**config.mk**
```make
export PLATFORM = sky130hd
export DESIGN_NAME = irq_unit
export DESIGN_NICKNAME = d
export VERILOG_FILES = /design/src/rtl/irq_pkg.sv /design/src/rtl/irq_prio_pick.sv /design/src/rtl/irq_control.sv /design/src/rtl/irq_datapath.sv /design/src/rtl/irq_unit.sv
export SDC_FILE = /design/constraint.sdc
export NUM_CORES = 1
export LEC_CHECK = 0
export BUFFER_PORTS_ARGS = -buffer_cell sky130_fd_sc_hd__clkbuf_2
export CAP_MARGIN = 25
export CORE_ASPECT_RATIO = 1.25
export CORE_MARGIN = 8
export CORE_UTILIZATION = 24
export DETAILED_ROUTE_END_ITERATION = 6
export HOLD_SLACK_MARGIN = 0.02
export SKIP_CTS_REPAIR_TIMING = 1
export SKIP_LAST_GASP = 1
export SLEW_MARGIN = 20
export SYNTH_ARGS = -nofsm -noshare
export SYNTH_HDL_FRONTEND = slang
export SYNTH_SLANG_ARGS = --single-unit
```
**constraint.sdc**
```tcl
create_clock -name clk -period 3.05 [get_ports clk]
set_input_delay 0.1525 -clock clk [delete_from_list [all_inputs] [get_ports clk]]
set_output_delay 0.1525 -clock clk [all_outputs]
set_load 0.1 [all_outputs]
```
**src/rtl/irq_pkg.sv**
```systemverilog
package irq_pkg;
  typedef enum logic [1:0] {
    SEL_PS   = 2'd0,
    SEL_IPS  = 2'd1,
    SEL_EN   = 2'd2,
    SEL_PEND = 2'd3
  } ctlSel_e;

  typedef struct packed {
    logic take;
    logic rti;
    logic wrPs;
    logic wrIps;
    logic wrEn;
  } irqStrobe_t;
endpackage

```
**src/rtl/irq_prio_pick.sv**
```systemverilog
module irq_prio_pick #(
  parameter int NUM_SRC = 8,
  parameter int IDX_W   = 3
) (
  input  logic [NUM_SRC-1:0] cand,
  output logic               found,
  output logic [IDX_W-1:0]   idx,
  output logic [NUM_SRC-1:0] oneHot
);
  always_comb begin
    found = 1'b0;
    idx   = '0;
    for (int k = NUM_SRC - 1; k >= 0; k--) begin
      if (cand[k]) begin
        found = 1'b1;
        idx   = IDX_W'(k);
      end
    end
    oneHot = found ? (NUM_SRC'(1) << idx) : '0;
  end
endmodule

```
**src/rtl/irq_control.sv**
```systemverilog
module irq_control
  import irq_pkg::*;
#(
  parameter int NUM_SRC = 8,
  parameter int LVL_W   = 4,
  parameter int IDX_W   = 3
) (
  input  logic               clk,
  input  logic               rstN,
  input  logic               instrDone,
  input  logic               rtiReq,
  input  logic               ctlWrEn,
  input  logic [1:0]         ctlSel,
  input  logic               psIe,
  input  logic [LVL_W-1:0]   psLvl,
  input  logic [NUM_SRC-1:0] enMask,
  input  logic [NUM_SRC-1:0] pendVec,
  output irqStrobe_t         strobe,
  output logic [IDX_W-1:0]   selIdx,
  output logic [NUM_SRC-1:0] selOneHot,
  output logic [LVL_W-1:0]   newLvl
);
  logic [NUM_SRC-1:0] eligible;
  logic               anyEligible;
  ctlSel_e            selDec;

  // each source compares its fixed level against the current one
  for (genvar k = 0; k < NUM_SRC; k++) begin : g_elig
    localparam logic [LVL_W-1:0] SRC_LVL = LVL_W'(NUM_SRC - k);
    assign eligible[k] = pendVec[k] & enMask[k] & (SRC_LVL > psLvl);
  end

  irq_prio_pick #(.NUM_SRC(NUM_SRC), .IDX_W(IDX_W)) u_pick (
    .cand   (eligible),
    .found  (anyEligible),
    .idx    (selIdx),
    .oneHot (selOneHot)
  );

  always_comb begin
    selDec       = ctlSel_e'(ctlSel);
    newLvl       = LVL_W'(NUM_SRC) - LVL_W'(selIdx);
    strobe.rti   = rtiReq;
    strobe.take  = instrDone & psIe & anyEligible & ~rtiReq;
    strobe.wrPs  = ctlWrEn & (selDec == SEL_PS) & ~strobe.take & ~rtiReq;
    strobe.wrIps = ctlWrEn & (selDec == SEL_IPS) & ~strobe.take;
    strobe.wrEn  = ctlWrEn & (selDec == SEL_EN);
  end

  p_take_ie_r3: assert property (@(posedge clk) disable iff (!rstN)
    strobe.take |-> psIe);
  p_take_boundary_r5: assert property (@(posedge clk) disable iff (!rstN)
    strobe.take |-> instrDone);
  p_take_enabled_r4: assert property (@(posedge clk) disable iff (!rstN)
    strobe.take |-> ((selOneHot & enMask) != '0));
  p_take_lowest_r6: assert property (@(posedge clk) disable iff (!rstN)
    strobe.take |-> ((pendVec & enMask & (selOneHot - 1'b1)) == '0));
  p_rti_blocks_take_r11: assert property (@(posedge clk) disable iff (!rstN)
    rtiReq |-> !strobe.take);
endmodule

```
**src/rtl/irq_datapath.sv**
```systemverilog
module irq_datapath
  import irq_pkg::*;
#(
  parameter int              NUM_SRC  = 8,
  parameter int              LVL_W    = 4,
  parameter int              IDX_W    = 3,
  parameter int              ADDR_W   = 32,
  parameter int              DATA_W   = 32,
  parameter logic [ADDR_W-1:0] VEC_BASE = '0
) (
  input  logic               clk,
  input  logic               rstN,
  input  irqStrobe_t         strobe,
  input  logic [IDX_W-1:0]   selIdx,
  input  logic [NUM_SRC-1:0] selOneHot,
  input  logic [LVL_W-1:0]   newLvl,
  input  logic [NUM_SRC-1:0] reqIn,
  input  logic [ADDR_W-1:0]  nextPc,
  input  logic [1:0]         ctlSel,
  input  logic [DATA_W-1:0]  ctlWrData,
  output logic [DATA_W-1:0]  ctlRdData,
  output logic               psIe,
  output logic [LVL_W-1:0]   psLvl,
  output logic [NUM_SRC-1:0] enMask,
  output logic [NUM_SRC-1:0] pendVec,
  output logic               irqTake,
  output logic [NUM_SRC-1:0] irqAck,
  output logic [ADDR_W-1:0]  vecAddr,
  output logic [ADDR_W-1:0]  retPc
);
  localparam int PS_W = LVL_W + 1;

  logic [PS_W-1:0]    psReg, ipsReg;
  logic [NUM_SRC-1:0] enReg, pendReg, ackQ;
  logic [ADDR_W-1:0]  epcReg, vecQ;
  logic               takeQ;

  always_ff @(posedge clk) begin
    if (!rstN) begin
      psReg   <= '0;
      ipsReg  <= '0;
      enReg   <= '0;
      pendReg <= '0;
      epcReg  <= '0;
      vecQ    <= '0;
      takeQ   <= 1'b0;
      ackQ    <= '0;
    end else begin
      pendReg <= reqIn & ~(strobe.take ? selOneHot : '0);
      if (strobe.rti)       psReg <= ipsReg;
      else if (strobe.take) psReg <= {newLvl, 1'b0};
      else if (strobe.wrPs) psReg <= ctlWrData[PS_W-1:0];
      if (strobe.take)       ipsReg <= psReg;
      else if (strobe.wrIps) ipsReg <= ctlWrData[PS_W-1:0];
      if (strobe.wrEn) enReg <= ctlWrData[NUM_SRC-1:0];
      takeQ <= strobe.take;
      ackQ  <= strobe.take ? selOneHot : '0;
      if (strobe.take) begin
        epcReg <= nextPc;
        vecQ   <= VEC_BASE + (ADDR_W'(selIdx) << 2);
      end
    end
  end

  always_comb begin
    case (ctlSel_e'(ctlSel))
      SEL_PS:  ctlRdData = DATA_W'(psReg);
      SEL_IPS: ctlRdData = DATA_W'(ipsReg);
      SEL_EN:  ctlRdData = DATA_W'(enReg);
      default: ctlRdData = DATA_W'(pendReg);
    endcase
  end

  assign psIe    = psReg[0];
  assign psLvl   = psReg[PS_W-1:1];
  assign enMask  = enReg;
  assign pendVec = pendReg;
  assign irqTake = takeQ;
  assign irqAck  = ackQ;
  assign vecAddr = vecQ;
  assign retPc   = epcReg;

  p_entry_save_r8: assert property (@(posedge clk) disable iff (!rstN)
    strobe.take |=> (!psReg[0] && ipsReg == $past(psReg) && epcReg == $past(nextPc)));
  p_rti_restore_r11: assert property (@(posedge clk) disable iff (!rstN)
    strobe.rti |=> psReg == $past(ipsReg));
  p_ack_onehot_r9: assert property (@(posedge clk) disable iff (!rstN)
    $onehot0(ackQ) && (takeQ == (ackQ != '0)));
endmodule

```
**src/rtl/irq_unit.sv**
```systemverilog
module irq_unit
  import irq_pkg::*;
#(
  parameter int                NUM_SRC  = 8,
  parameter int                ADDR_W   = 32,
  parameter int                DATA_W   = 32,
  parameter logic [ADDR_W-1:0] VEC_BASE = 32'h0000_0100
) (
  input  logic               clk,
  input  logic               rstN,
  input  logic [NUM_SRC-1:0] reqIn,
  input  logic               instrDone,
  input  logic [ADDR_W-1:0]  nextPc,
  input  logic               rtiReq,
  input  logic [1:0]         ctlSel,
  input  logic               ctlWrEn,
  input  logic [DATA_W-1:0]  ctlWrData,
  output logic [DATA_W-1:0]  ctlRdData,
  output logic               irqTake,
  output logic [NUM_SRC-1:0] irqAck,
  output logic [ADDR_W-1:0]  vecAddr,
  output logic [ADDR_W-1:0]  retPc
);
  localparam int LVL_W = $clog2(NUM_SRC + 1);
  localparam int IDX_W = (NUM_SRC > 1) ? $clog2(NUM_SRC) : 1;

  irqStrobe_t         strobe;
  logic [IDX_W-1:0]   selIdx;
  logic [NUM_SRC-1:0] selOneHot, enMask, pendVec;
  logic [LVL_W-1:0]   newLvl, psLvl;
  logic               psIe;

  irq_control #(.NUM_SRC(NUM_SRC), .LVL_W(LVL_W), .IDX_W(IDX_W)) u_ctrl (
    .clk, .rstN, .instrDone, .rtiReq, .ctlWrEn, .ctlSel,
    .psIe, .psLvl, .enMask, .pendVec,
    .strobe, .selIdx, .selOneHot, .newLvl
  );

  irq_datapath #(
    .NUM_SRC(NUM_SRC), .LVL_W(LVL_W), .IDX_W(IDX_W),
    .ADDR_W(ADDR_W), .DATA_W(DATA_W), .VEC_BASE(VEC_BASE)
  ) u_dp (
    .clk, .rstN, .strobe, .selIdx, .selOneHot, .newLvl,
    .reqIn, .nextPc, .ctlSel, .ctlWrData, .ctlRdData,
    .psIe, .psLvl, .enMask, .pendVec,
    .irqTake, .irqAck, .vecAddr, .retPc
  );
endmodule

```
==> impl_results.md, run 1 <==
- Slew at the pin closest to its max-slew limit: 0.646 ns
- Area of the mapped netlist: 0.00357 mm2
- # H-tree levels: 3
- Antenna cells: 0
- Placement row count: 50
- Compound-gate portion of the synthesized area: 15.8%
- Post-Synthesis Mean Instance Area: 9.04 um2
- Critical-path top delay cell: sky130_fd_sc_hd__dfxtp_1
- Clock latency of the later-clocked register in the worst-skew pair: 0.34 ns
- Maximum clock frequency: 0.364 GHz
- TNS Setup: 0 ns
- Number of nets with antenna violations after detailed routing: 0
- Critical Path Sink Type: flop
- CP cell instances: and4bb_1 -> a41oi_4 -> o211ai_1 -> a311oi_2 -> inv_1 -> ha_1 -> ha_1 -> a22o_1 -> o221a_1
- Clock tree skew after final layout: 0.0131 ns
- Worst setup path class: reg2reg
- Met2 Routed Length: 4820 um
- Synthesized instance count: 395
- Post-synthesis simple-gate area fraction: 19.3%
- Family of cells with the greatest summed delay on the critical path: compound AO/OA/AOI/OAI gates
- GRT Resource Usage Total: 10.8%
- Synth top area share: 39.8%
- Setup repair after global routing missed its margin: no
- Number of unique standard cell types used by synthesis: 47
- Total clock buffers created by CTS: 9
- CP dominant cell by count: sky130_fd_sc_hd__ha_1
- Die area: 0.0191 mm2
- Uppermost routed layer: met4
- Initial antenna violation count: 0
- Largest stage delay, worst path: 0.50 ns
- Core ar.: 0.0148 mm2
- Total routed wirelength: 9940 um
- Horizontal die dimension: 125 um
- Share of cell area taken by muxes after synthesis: 8.23%
- Ranking of synthesized cells by area: sky130_fd_sc_hd__dfxtp_1 40%, sky130_fd_sc_hd__buf_4 11%, sky130_fd_sc_hd__nand2_1 9.1%
- Number of global-route vias before repair: 3,017
- Main combinational cell family by area after synthesis: simple AND/OR/NAND/NOR gates
- Post-synth top area cell: sky130_fd_sc_hd__dfxtp_1
- DR iter-0 viols: 186
- Global placement routability congestion: 0.792
- Time the final worst path needs with I/O delays and setup: 2.74 ns
- Sequential element share of the synthesized area: 39.8%
- Detail Route met3 WL: 963 um
- Clock tree from TritonCTS: yes
- Total half-perimeter wirelength after legalization and detailed placement: 7590 um
- Number of cells in the design after placement: 664
- Sinks on Clock Net: 71
- Final Max Tran Viols: 0
- Total number of nets in the final design: 580
- Detail-routed net length per standard cell: 14.6 um
- Setup violations, final: 0
- Data arrival time of the critical path: 2.98 ns
- Startpoint class of the critical path: flop
- Worst Path Buf+Inv: 1
- Vias per cell: 4.20
- Run status: finished, final reports clean
- Async SR Flop Fraction: 0%
- Remaining DRCs: 0
- Post-Place Cell Area: 0.00405 mm2
- Number of synthesized register bits: 71
- Power density relative to cell area: 581 mW/mm2
- Number of flops mapped to enable cells by yosys: 0
- Adder-cell area share of the yosys netlist: 2.10%
- Number of detailed-route iterations in the first pass: 4
- Pin count of the biggest net entering global routing: 40
- Worst min path class: in2reg
- Most repeated cell in the gate-level netlist after synthesis: sky130_fd_sc_hd__nand2_1
- Maximum ir drop on the vdd rail: 0.166 mV
- Starting density of the core: 24.2%
- Synth warnings: 0
- Fraction of layout instances using a drive strength above 1: 28.2%
- Slew Limit Headroom: 56.6%
- Growth of design area from synthesis to finish: 22.4%
- Top-level I/O count: 184
- Clock slew at the register clock pins of the worst setup and hold paths: 0.07 ns
- Most used DFF post-synth: sky130_fd_sc_hd__dfxtp_1
- Maximum fanout along the worst path: 9
- Met1 WL: 4020 um
- Xor/xnor share of the synthesized area: 0%
- Leakage Power: 2.03 nW
- # fillers: 1,629
- Most instantiated cells after synthesis: 87 x sky130_fd_sc_hd__nand2_1, 71 x sky130_fd_sc_hd__dfxtp_1, 53 x sky130_fd_sc_hd__buf_4, 32 x sky130_fd_sc_hd__a21boi_1, 17 x sky130_fd_sc_hd__mux2i_1
- Hold Fails Final Rpt: 0
- Clock Tree Root: sky130_fd_sc_hd__clkbuf_16
- Number of standard cells in the final layout excluding fillers: 682
- Count of input and output buffers: 107
- Maximum count of clock buffers along a single path: 2
- Final period util: 90.0%
- GR Overflow Total: 0
- Via count of the routed design: 2,861
- Die height: 152 um
- Post-layout instance area: 0.00437 mm2
- Data required time of the worst path: 3.29 ns
- First-pass GRT wire length: 16,400 um
- Max-capacitance violation count: 0
worst reg2reg max path, cell delays in order, from the launching register on:
cell,delay (ns)
sky130_fd_sc_hd__dfxtp_1,0.50
sky130_fd_sc_hd__and4bb_1,0.30
sky130_fd_sc_hd__a41oi_4,0.23
sky130_fd_sc_hd__o211ai_1,0.15
sky130_fd_sc_hd__a311oi_2,0.45
sky130_fd_sc_hd__inv_1,0.12
sky130_fd_sc_hd__ha_1,0.25
sky130_fd_sc_hd__ha_1,0.27
sky130_fd_sc_hd__a22o_1,0.17
sky130_fd_sc_hd__o221a_1,0.19
where the power goes:
group	internal (W)	switching, W
Clock	0.000658	0.000418
Combinational	0.0000839	0.000417
Sequential	0.000946	0.0000196
metrics by stage:
step	hold WS, ns	utilization [%]	worst slack (ns)	power (W)
after floorplan	0.269	-	0.609	0.00146
after global placement	0.372	27.4	0.387	0.00148
after detailed placement	0.368	27.4	0.318	0.00148
after CTS	0.000429	29.5	0.297	0.00259
after global routing	0.0207	29.6	0.115	0.00265
final	0.0279	29.6	0.305	0.00254
path summary, 6_finish.rpt:
kind	to	slack (ns)	depth (start not counted)	startpoint
worst max register to register	u_dp.psReg[3]	0.31	9	u_dp.psReg[4]
worst max-delay path	u_dp.psReg[3]	0.31	9	u_dp.psReg[4]
worst min-delay path	u_dp.pendVec[1]	0.03	3	reqIn[1]
worst min register to register	u_dp.retPc[20]	0.45	2	u_dp.retPc[20]
layout make-up:
| type | count | area [um2] | area share (%) |
|---|---|---|---|
| well taps | 182 | 228 | 5.21 |
| clock inverters | 6 | 68.8 | 1.57 |
| repair buffers | 111 | 571 | 13.0 |
| inverters | 7 | 26.3 | 0.601 |
| multi-input cells | 295 | 1820 | 41.6 |
| flip-flops and latches | 71 | 1420 | 32.5 |
| clock buffers | 10 | 239 | 5.46 |
layout by cell type (no fill, tap or decap), drive strengths merged, types with 6 or more instances in the layout:
master,instances
a21oi,13
nand2,88
nor2b,16
dfxtp,71
and3,10
ha,6
clkbuf,117
inv,8
conb,52
a21boi,35
mux2i,17
kinds of logic (layout without fill, tap and decap cells):
kind of cell	after synthesis	in the layout
fa+ha+maj	6	6
simple gates	142	142
compound gates	72	72
other cells	1	52
flops	71	71
buf+inv	80	134
mux	23	23
state kept, by name, summed over array words and instances (netlist names):
signal / flops
u_dp.psReg: 5
u_dp.vecAddr: 4
u_dp.irqAck: 8
u_dp.enMask: 8
u_dp.retPc: 32
u_dp.ipsReg: 5
u_dp.irqTake: 1
u_dp.pendVec: 8
layer usage:
metal / track usage (%) / vias to the layer above
li1: - / 1425
met4: 3.31 / 0
met1: 11.5 / 1305
met5: 0 / -
met2: 17.9 / 120
met3: 5.95 / 11
Note: power is estimated with default switching activity, not from simulation.
==> run 2, diff against run 1 <==
--- a/config.mk
+++ b/config.mk
@@ -5,6 +5,7 @@
 export SDC_FILE = /design/constraint.sdc
 export NUM_CORES = 1
 export LEC_CHECK = 0
+export ABC_AREA = 1
 export BUFFER_PORTS_ARGS = -buffer_cell sky130_fd_sc_hd__clkbuf_2
 export CAP_MARGIN = 25
 export CORE_ASPECT_RATIO = 1.25
==> run 2 against run 1 <==
Compared with the run above: synthesized area decreased by 4.9%; total power decreased by 3.0%; global-route usage decreased by 0.30 points; non-clock buffer count decreased by 1; critical endpoint is now u_dp.psReg[4].
==> impl_results.md, run 2 <==
- Area of the mapped netlist: 0.00340 mm2 (-4.9%)
- Detail-routed net length per standard cell: 13.4 um (-8.1%)
- Total clock buffers created by CTS: 9 (unchanged)
- Clock tree from TritonCTS: yes
- DR iter-0 viols: 104 (-44%)
- Start point of the critical path: u_dp.psReg[2]
- Most instantiated cells after synthesis: 138 x sky130_fd_sc_hd__nand2_1, 71 x sky130_fd_sc_hd__dfxtp_1, 56 x sky130_fd_sc_hd__buf_4, 55 x sky130_fd_sc_hd__a21oi_1, 38 x sky130_fd_sc_hd__inv_1
- Slew Limit Headroom: 55.6% (-1.0 points)
- Slew at the pin closest to its max-slew limit: 0.665 ns (+0.0196 ns)
- Initial antenna violation count: 0 (unchanged)
- Synth warnings: 0 (unchanged)
- Clock latency of the later-clocked register in the worst-skew pair: 0.33 ns (about the same)
- Largest register FFs: 32 (unchanged)
- Starting density of the core: 24.6% (+0.40 points)
- Time the final worst path needs with I/O delays and setup: 2.04 ns (-0.706 ns)
- Data arrival time of the critical path: 2.26 ns (-0.72 ns)
- Maximum count of clock buffers along a single path: 2 (unchanged)
- Number of detailed-route iterations in the first pass: 6 (+2)
- Die height: 149 um (-2.2%)
- Number of nets with antenna violations after detailed routing: 0 (unchanged)
- Via count of the routed design: 3,076 (+7.5%)
- TNS Setup: 0 ns (unchanged)
- Startpoint class of the critical path: flop
- Growth of design area from synthesis to finish: 21.9%
- Number of synthesized register bits: 71 (unchanged)
- Synth top area share: 41.8% (+2.1 points)
- Async SR Flop Fraction: 0% (unchanged)
- Total routed wirelength: 9890 um (-0.41%)
- FF-to-FF End: u_dp.psReg[4]
- Placement row count: 48 (-4.0%)
- Startpoint of the most critical register-to-register path: u_dp.psReg[2]
- Sequential element share of the synthesized area: 41.8% (+2.1 points)
- Core ar.: 0.0138 mm2 (-6.4%)
- Power density relative to cell area: 595 mW/mm2 (+2.5%)
- Number of unique standard cell types used by synthesis: 26 (-45%)
- Most used DFF post-synth: sky130_fd_sc_hd__dfxtp_1
- Clock slew at the register clock pins of the worst setup and hold paths: 0.06 ns (about the same)
- Most repeated cell in the gate-level netlist after synthesis: sky130_fd_sc_hd__nand2_1
- Number of global-route vias before repair: 3,012 (-0.17%)
- Sinks on Clock Net: 71 (unchanged)
- Top-level I/O count: 184 (unchanged)
- Antenna cells: 0 (unchanged)
- Total number of nets in the final design: 644 (+11%)
- Maximum clock frequency: 0.490 GHz (+35%)
- Area occupied by registers: 0.00142 mm2 (unchanged)
- Most common library cell in the layout ignoring fill and taps: sky130_fd_sc_hd__nand2_1
- Setup violations, final: 0 (unchanged)
- Fraction of layout instances using a drive strength above 1: 24.1% (-4.1 points)
- Horizontal die dimension: 122 um (-2.2%)
- Leakage Power: 1.92 nW (-5.6%)
- Post-Synthesis Mean Instance Area: 7.43 um2 (-18%)
- Post-synth top area cell: sky130_fd_sc_hd__dfxtp_1
- Worst setup path class: reg2reg
- Count of input and output buffers: 107 (unchanged)
- Worst Setup EP: u_dp.psReg[4]
- Run status: finished, final reports clean
- Total half-perimeter wirelength after legalization and detailed placement: 7630 um (+0.59%)
- Critical Path Sink Type: flop
- Worst min path class: in2reg
- Setup repair after global routing missed its margin: no
- Synthesized instance count: 457 (+16%)
- Multi-input gate area in the final layout: 0.00150 mm2 (-17%)
- Final Max Tran Viols: 0 (unchanged)
- Commonest cells after routing, fill and taps aside: 138 x sky130_fd_sc_hd__nand2_1, 107 x sky130_fd_sc_hd__clkbuf_2, 71 x sky130_fd_sc_hd__dfxtp_1
- Die area: 0.0182 mm2 (-4.3%)
- Pin count of the biggest net entering global routing: 46 (+15%)
- Final period util: 66.9% (-23 points)
- Number of flops mapped to enable cells by yosys: 0 (unchanged)
- Maximum fanout along the worst path: 45 (+36)
- First-pass GRT wire length: 14,900 um (-8.9%)
- GRT Resource Usage Total: 10.5% (-0.30 points)
- # fillers: 1,522 (-6.6%)
- Length in cells of the worst reg-to-reg path: 12 (+3)
- Max-capacitance violation count: 0 (unchanged)
- Clock Tree Root: sky130_fd_sc_hd__clkbuf_16
- Post-layout util: 30.0% (+0.36 points)
- Hold Fails Final Rpt: 0 (unchanged)
- # H-tree levels: 3 (unchanged)
- Clock tree skew after final layout: 0.00547 ns (-0.00760 ns)
- Register-to-register setup slack: 1.01 ns (+0.71 ns)
- Remaining DRCs: 0 (unchanged)
- Data required time of the worst path: 3.27 ns (-0.02 ns)
- Ranking of synthesized cells by area: sky130_fd_sc_hd__dfxtp_1 42%, sky130_fd_sc_hd__nand2_1 15%, sky130_fd_sc_hd__buf_4 12%
- GR Overflow Total: 0 (unchanged)
- Vias per cell: 4.16 (-0.78%)
- Global placement routability congestion: 0.777 (-1.9%)
- Worst Hold Launch: reqIn[1]
- Maximum ir drop on the vdd rail: 0.308 mV (+85%)
==> run 2: cell count changes after synthesis, sizes merged, moves of 5 or more <==
cell and change:
nor2 +9, o21ai +17, nor2b -16, and3 -10
a21oi +43, a31oi +6, and2 -5, mux2i -17
mux4 -5, nand2 +51, inv +32, a21boi -35
nand3 +15
==> run 2: layer usage <==
metal	part of all wire [%]	track usage, %	vias up
met2	49	18.6	136
li1	-	-	1567
met3	9.7	3.94	12
met5	0	0	-
met1	40	11.0	1361
met4	1.4	3.85	0
==> run 2: worst min-delay path by stage <==
stage / endpoint / cells past startpoint
after floorplan: u_dp.pendVec[6] / 2
after CTS: u_dp.pendVec[1] / 3
after global placement: u_dp.pendVec[1] / 3
final: u_dp.pendVec[1] / 3
after global routing: u_dp.pendVec[1] / 3
after detailed placement: u_dp.pendVec[1] / 3
==> run 2: metrics by stage <==
stage	instance area (um2)	cells	setup WS, ns	power [W]	hold WS [ns]
after floorplan	3590	508	0.193	0.00147	0.269
after global placement	3860	723	1.01	0.00150	0.358
after detailed placement	3860	723	1.01	0.00150	0.363
after CTS	4140	739	0.999	0.00251	0.00383
after global routing	4140	739	0.828	0.00257	0.0334
final	4140	739	1.01	0.00247	0.0200
==> run 2: kinds of logic (layout without fill, tap and decap cells) <==
group | after synthesis | after routing | synth area share [%]
and+or+nand+nor | 177 | 177 | 21.3
AOI/OAI and AO/OA | 93 | 93 | 15.0
other | 1 | 52 | 0.110
DFF | 71 | 71 | 41.8
adders and majority gates | 6 | 6 | 2.21
buffers and inverters | 109 | 165 | 19.6
==> run 2: power by group <==
part           switching (W)  internal (W)  leakage [nW]  total [W]
clock network       0.000428      0.000557         0.125   0.000985
logic               0.000450     0.0000642          1.22   0.000514
registers          0.0000187      0.000949         0.577   0.000968
total               0.000896       0.00157          1.92    0.00247
==> run 2: critical path, cell delays in order (launching register included) <==
cell,delay (ns)
sky130_fd_sc_hd__dfxtp_1,0.48
sky130_fd_sc_hd__nand3_1,0.11
sky130_fd_sc_hd__nand3_1,0.11
sky130_fd_sc_hd__nand2_1,0.08
sky130_fd_sc_hd__nor2_2,0.16
sky130_fd_sc_hd__nand2_2,0.11
sky130_fd_sc_hd__nand3_2,0.12
sky130_fd_sc_hd__buf_4,0.44
sky130_fd_sc_hd__nor2_2,0.08
sky130_fd_sc_hd__nand2_1,0.08
sky130_fd_sc_hd__nand2_1,0.04
sky130_fd_sc_hd__nand2_1,0.06
sky130_fd_sc_hd__a21oi_1,0.05
==> run 2: final cells by class <==
type	count	share of cell area [%]
Clock buffer	9	5.44
Clock inverter	7	1.36
Tap cell	175	5.29
Inverter	39	3.53
Multi-Input combinational cell	328	36.3
Timing Repair Buffer	110	13.8
Sequential cell	71	34.3
